$ cat config.mk
export PLATFORM = sky130hd
export DESIGN_NAME = irq_stat_reg
export DESIGN_NICKNAME = d
export VERILOG_FILES = /design/src/rtl/irq_pkg.sv /design/src/rtl/irq_edge_det.sv /design/src/rtl/irq_status_bank.sv /design/src/rtl/irq_enable_reg.sv /design/src/rtl/irq_pin_drv.sv /design/src/rtl/irq_stat_reg.sv
export SDC_FILE = /design/constraint.sdc
export NUM_CORES = 1
export LEC_CHECK = 0
export ABC_AREA = 1
export BUFFER_PORTS_ARGS = -buffer_cell sky130_fd_sc_hd__buf_2
export CAP_MARGIN = 40
export CORE_MARGIN = 5
export CORE_UTILIZATION = 40
export CTS_BUF_LIST = sky130_fd_sc_hd__clkbuf_4 sky130_fd_sc_hd__clkbuf_8 sky130_fd_sc_hd__clkbuf_16
export DETAILED_ROUTE_END_ITERATION = 16
export GPL_TIMING_DRIVEN = 0
export PLACE_DENSITY = 0.69
export SETUP_SLACK_MARGIN = 0.5
export SKIP_LAST_GASP = 1
export SLEW_MARGIN = 30
export SYNTH_ARGS = -nofsm -noshare
export SYNTH_HDL_FRONTEND = slang
export SYNTH_SLANG_ARGS = --single-unit
$ cat constraint.sdc
create_clock -name clk -period 1.3 [get_ports clk]
set_clock_uncertainty 0.1 [all_clocks]
set_input_delay 0.195 -clock clk [delete_from_list [all_inputs] [get_ports clk]]
set_output_delay 0.195 -clock clk [all_outputs]
set_load 0.01 [all_outputs]
$ cat src/rtl/irq_pkg.sv
package irq_pkg;
  localparam int unsigned EVT_W_DEF   = 8;
  // flag positions inside the low byte
  localparam int unsigned IDX_ANEG    = 0;
  localparam int unsigned IDX_RFAULT  = 1;
  localparam int unsigned IDX_LINKCHG = 2;
  localparam int unsigned IDX_LPACK   = 3;
  localparam int unsigned IDX_PDFAULT = 4;
  localparam int unsigned IDX_PAGE    = 5;
  localparam int unsigned IDX_RXERR   = 6;
  localparam int unsigned IDX_JABBER  = 7;
endpackage

$ cat src/rtl/irq_edge_det.sv
module irq_edge_det (
  input  logic clk,
  input  logic rst,
  input  logic lvl_i,
  output logic rise_o
);
  logic prev_q;

  always_ff @(posedge clk) begin
    if (rst) prev_q <= 1'b0;
    else     prev_q <= lvl_i;
  end

  assign rise_o = lvl_i & ~prev_q;
endmodule

$ cat src/rtl/irq_status_bank.sv
module irq_status_bank #(
  parameter int unsigned W = 8
) (
  input  logic         clk,
  input  logic         rst,
  input  logic [W-1:0] set_i,
  input  logic         clr_i,
  output logic [W-1:0] stat_o
);
  for (genvar g = 0; g < W; g++) begin : g_flag
    logic flag_q;
    always_ff @(posedge clk) begin
      if (rst)        flag_q <= 1'b0;
      else if (set_i[g]) flag_q <= 1'b1;     // set beats clear
      else if (clr_i) flag_q <= 1'b0;
    end
    assign stat_o[g] = flag_q;
  end
endmodule

$ cat src/rtl/irq_enable_reg.sv
module irq_enable_reg #(
  parameter int unsigned W = 8
) (
  input  logic         clk,
  input  logic         rst,
  input  logic         wr_i,
  input  logic [W-1:0] din_i,
  output logic [W-1:0] en_o
);
  always_ff @(posedge clk) begin
    if (rst)       en_o <= '0;
    else if (wr_i) en_o <= din_i;
  end
endmodule

$ cat src/rtl/irq_pin_drv.sv
module irq_pin_drv #(
  parameter int unsigned W = 8
) (
  input  logic         clk,
  input  logic         rst,
  input  logic [W-1:0] stat_i,
  input  logic [W-1:0] en_i,
  input  logic         pol_i,
  output logic         irq_o
);
  logic any_hit;
  assign any_hit = |(stat_i & en_i);

  always_ff @(posedge clk) begin
    if (rst) irq_o <= ~pol_i;
    else     irq_o <= any_hit ^ ~pol_i;
  end
endmodule

$ cat src/rtl/irq_stat_reg.sv
module irq_stat_reg #(
  parameter int unsigned EVT_W     = irq_pkg::EVT_W_DEF,
  parameter int unsigned RXERR_IDX = irq_pkg::IDX_RXERR,
  localparam int unsigned REG_W    = 2 * EVT_W
) (
  input  logic             clk,
  input  logic             rst,
  input  logic [EVT_W-1:0] evt_stb_i,
  input  logic             rx_err_lvl_i,
  input  logic             rd_stb_i,
  input  logic             wr_stb_i,
  input  logic [REG_W-1:0] wr_data_i,
  input  logic             pol_i,
  output logic [REG_W-1:0] rd_data_o,
  output logic             irq_o
);
  logic             rx_rise;
  logic [EVT_W-1:0] set_vec;
  logic [EVT_W-1:0] stat_q;
  logic [EVT_W-1:0] en_q;
  logic             unused_bits;

  assign unused_bits = ^{wr_data_i[EVT_W-1:0], evt_stb_i[RXERR_IDX]};

  irq_edge_det u_rx_edge (
    .clk    (clk),
    .rst    (rst),
    .lvl_i  (rx_err_lvl_i),
    .rise_o (rx_rise)
  );

  for (genvar g = 0; g < EVT_W; g++) begin : g_set
    if (g == RXERR_IDX) begin : g_rx
      assign set_vec[g] = rx_rise;
    end else begin : g_stb
      assign set_vec[g] = evt_stb_i[g];
    end
  end

  irq_status_bank #(.W(EVT_W)) u_stat (
    .clk    (clk),
    .rst    (rst),
    .set_i  (set_vec),
    .clr_i  (rd_stb_i),
    .stat_o (stat_q)
  );

  irq_enable_reg #(.W(EVT_W)) u_en (
    .clk   (clk),
    .rst   (rst),
    .wr_i  (wr_stb_i),
    .din_i (wr_data_i[REG_W-1:EVT_W]),
    .en_o  (en_q)
  );

  irq_pin_drv #(.W(EVT_W)) u_pin (
    .clk    (clk),
    .rst    (rst),
    .stat_i (stat_q),
    .en_i   (en_q),
    .pol_i  (pol_i),
    .irq_o  (irq_o)
  );

  always_ff @(posedge clk) begin
    if (rst)           rd_data_o <= '0;
    else if (rd_stb_i) rd_data_o <= {en_q, stat_q};
  end
endmodule

==> out/results.ini <==
[drt]
wl_um = 3253
first_iter_violations = 50
via_per_inst = 4.883
dr.pass1.iters = 4
ant_nets = 0
wl_per_cell_um = 13.17
drc_errors = 0
vias = 1206

[critical_path]
path_cells = buf_6
critPathSlowestCell = dfxtp_2
cp_slowest_stage_delay_ns = 0.36
critPathCaptureType = output port
crit_type = flip-flop to output port
critPathMaxFanout = 2
worstPathArrival_ns = 0.80
critPathRequiredTime_ns = 1.00
path_buf_inv = 1
cp_top_family = flip-flops
startpoint_type = flip-flop

[power]
powerDensity_nw_per_um2 = 1159
power_switching_mw = 0.5918
p_sw_frac = 0.2673
power_frac_seq = 0.530
power.leakage_nw = 0.8897
ir_drop_v = 0.0006074
p_total_mw = 2.214
pwr-share-comb = 0.182
p_int_mw = 1.622
clkPwrFrac = 0.288

[clock_tree]
clk_pin_slew_ns = 0.10
cts.path.max_buffers = 2
numCtsBuffers = 5
htree_levels = 2
clock_latency_ns = 0.34
cts.sinks = 34
cts_tree = yes
clockRootBuffer = clkbuf_4
holdBufCountCts = 1

[outcome]
violations = hold timing
status = finished with violations

[floorplanning]
core_um2 = 3003
die_x_um = 65.54
fp.dieH_um = 65.54
die_area_um2 = 4295
io_pins = 47
start_util = 0.4108
rows = 20

[grt]
grt_pass1_wl_um = 5292
overflow = 0
grt_start_max_net_pins = 11
grt.total_usage = 0.1624
antenna_found_initial = 0
grt_pass1_vias = 1266

[timing]
rsz0062_at_grt = true
slew_violations = 0
slew_headroom = 0.8238
worst_pin_slew_ns = 0.2640
hold_violations = 16
fmax_mhz = 913.8
fin_crit_sh = 0.8418
setup_tns_ns = 0
min_period_ns = 1.094
finalSetupViolations = 0
hold_ws_ns = -0.07762

[synth]
ys_top_cells_by_count = nor2_1 (58), dfxtp_1 (34), o21ai_0 (18), nand2_1 (16), o21ai_1 (6)
synth_cell_types = 15
synth.avg_cell_area_um2 = 8.011
async_flop_share = 0
synth-edff-count = 0
synthMuxAreaShare = 0
ys_seq_area_frac = 0.5517
synth_compound_area_frac = 0.1410
synthXorXnorAreaFrac = 0
synth_fp_nets = 184
synth_most_common_cell = nor2_1
synth.top_cell.area_share = 0.5517
synth_seq_cells = 34
yosys.area_share.adder = 0
synth_area_leaders = dfxtp_1 (55%), nor2_1 (18%), o21ai_0 (7.3%)
synth_flop_cell = dfxtp_1
syn_inst = 154
syn-cell-area_um2 = 1234
synthSimpleGateAreaFrac = 0.2333
synth_top_family_by_area = simple AND/OR/NAND/NOR gates
synth_top_cell_by_area = dfxtp_1
ys.warnings.count = 0

[cells_and_area]
antenna_cells = 0
fin_nets = 243
fillCellCount = 234
syn2layout_area_growth_pct = 54.87
postLayoutCoreUtil = 0.6363
drive_gt1_frac = 0.5654
fin_area_um2 = 1911

[placement]
port_buffers = 36
dp_hpwl_um = 2100
post_dp_cell_area_um2 = 1468
gp_congestion = 0.8189

[run]
maxCapViolations = 0

[hold_path]
hold_path.class = input port to flip-flop

-- worst register-to-register path, stage by stage (launching register included) --
cell	delay [ns]
dfxtp_2	0.35
nand2_2	0.06
nand2_2	0.05
nor2_2	0.12
nand2_2	0.07
nand2_1	0.07
nand2_1	0.04
nand2_1	0.05
inv_1	0.03
-- registers in the layout, indices dropped and copies added (netlist names) --
name	flops
u_rx_edge.prev_q	1
u_pin.irq_o	1
u_en.en_o	8
rd_data_o	16
u_stat.g_flag.flag_q	8
-- metal layers --
metal | share of wire | GRT usage | vias to the layer above
li1 | - | - | 611
met1 | 0.40 | 0.1695 | 554
met2 | 0.53 | 0.2832 | 33
met3 | 0.051 | 0.04786 | 8
met4 | 0.021 | 0.1010 | 0
met5 | 0 | 0 | -
-- cells by family after synthesis --
logic type	count (synthesis)
flip-flops	34
AO/OA/AOI/OAI	32
AND/OR/NAND/NOR	76
buffers and inverters	12
-- area by class of cell --
type                    count  area [µm²]  share of cell area
well taps                  33       41.29             0.02161
clock inverters             1       5.005            0.002620
flip-flops and latches     34       714.4              0.3739
multi-input cells         108       554.3              0.2901
clock buffers               7       58.81             0.03078
plain buffers               6       75.07             0.03929
inverters                   6       25.02             0.01310
repair buffers             52       436.7              0.2286
-- timing repair --
action / 4_1_cts / 5_1_grt
endpoints found under the hold margin: 16 / 14
gates cloned: 0 / 0
resized for setup: 40 / 44
endpoints found under the setup margin: 18 / 41
pin swaps: 2 / 21
buffers inserted: 14 / 1
-- cell usage in the layout, fill, tap and decap left out --
master | netlist | final
buf_12 | 0 | 1
inv_1 | 4 | 4
dlygate4sd3_1 | 0 | 1
inv_4 | 1 | 1
dfxtp_1 | 34 | 7
nand3_1 | 2 | 2
inv_2 | 1 | 1
dfxtp_2 | 0 | 27
nand2_2 | 0 | 4
o21ai_2 | 0 | 7
nor2_4 | 0 | 4
nand2_1 | 16 | 12
clkbuf_4 | 0 | 6
o31ai_1 | 1 | 1
nor2_1 | 58 | 48
clkbuf_8 | 1 | 2
buf_2 | 0 | 20
buf_4 | 1 | 7
o21ai_1 | 6 | 6
a21oi_2 | 3 | 6
a21oi_1 | 4 | 1
clkinv_2 | 0 | 1
o21ai_0 | 18 | 11
buf_6 | 4 | 28
nor2_2 | 0 | 6
-- final timing paths --
path	end	startpoint	slack, ns	cells past startpoint
worst max-delay path	rd_data_o[12]	rd_data_o[12]	0.21	1
worst min-delay path	u_stat.g_flag[4].flag_q	rst	-0.08	2
worst max register to register	u_pin.irq_o	u_stat.g_flag[3].flag_q	0.27	8
worst min register to register	u_stat.g_flag[6].flag_q	u_rx_edge.prev_q	0.32	1
-- power by group through the flow --
stage / logic [mW] / registers, mW / clock network, mW
global placement: 0.253 / 1.18 / 0
detailed placement: 0.257 / 1.18 / 0
finish: 0.403 / 1.17 / 0.638
CTS: 0.343 / 1.17 / 0.646
floorplan: 0.139 / 1.19 / 0
global route: 0.440 / 1.18 / 0.715
-- per-stage QoR --
step | instances | setup slack [ns]
final | 247 | 0.2056
after global routing | 247 | 0.1615
after global placement | 223 | 0.3070
after CTS | 246 | 0.2046
after detailed placement | 223 | 0.2943
after floorplan | 154 | 0.3881
Note: power is estimated with default switching activity, not from simulation.
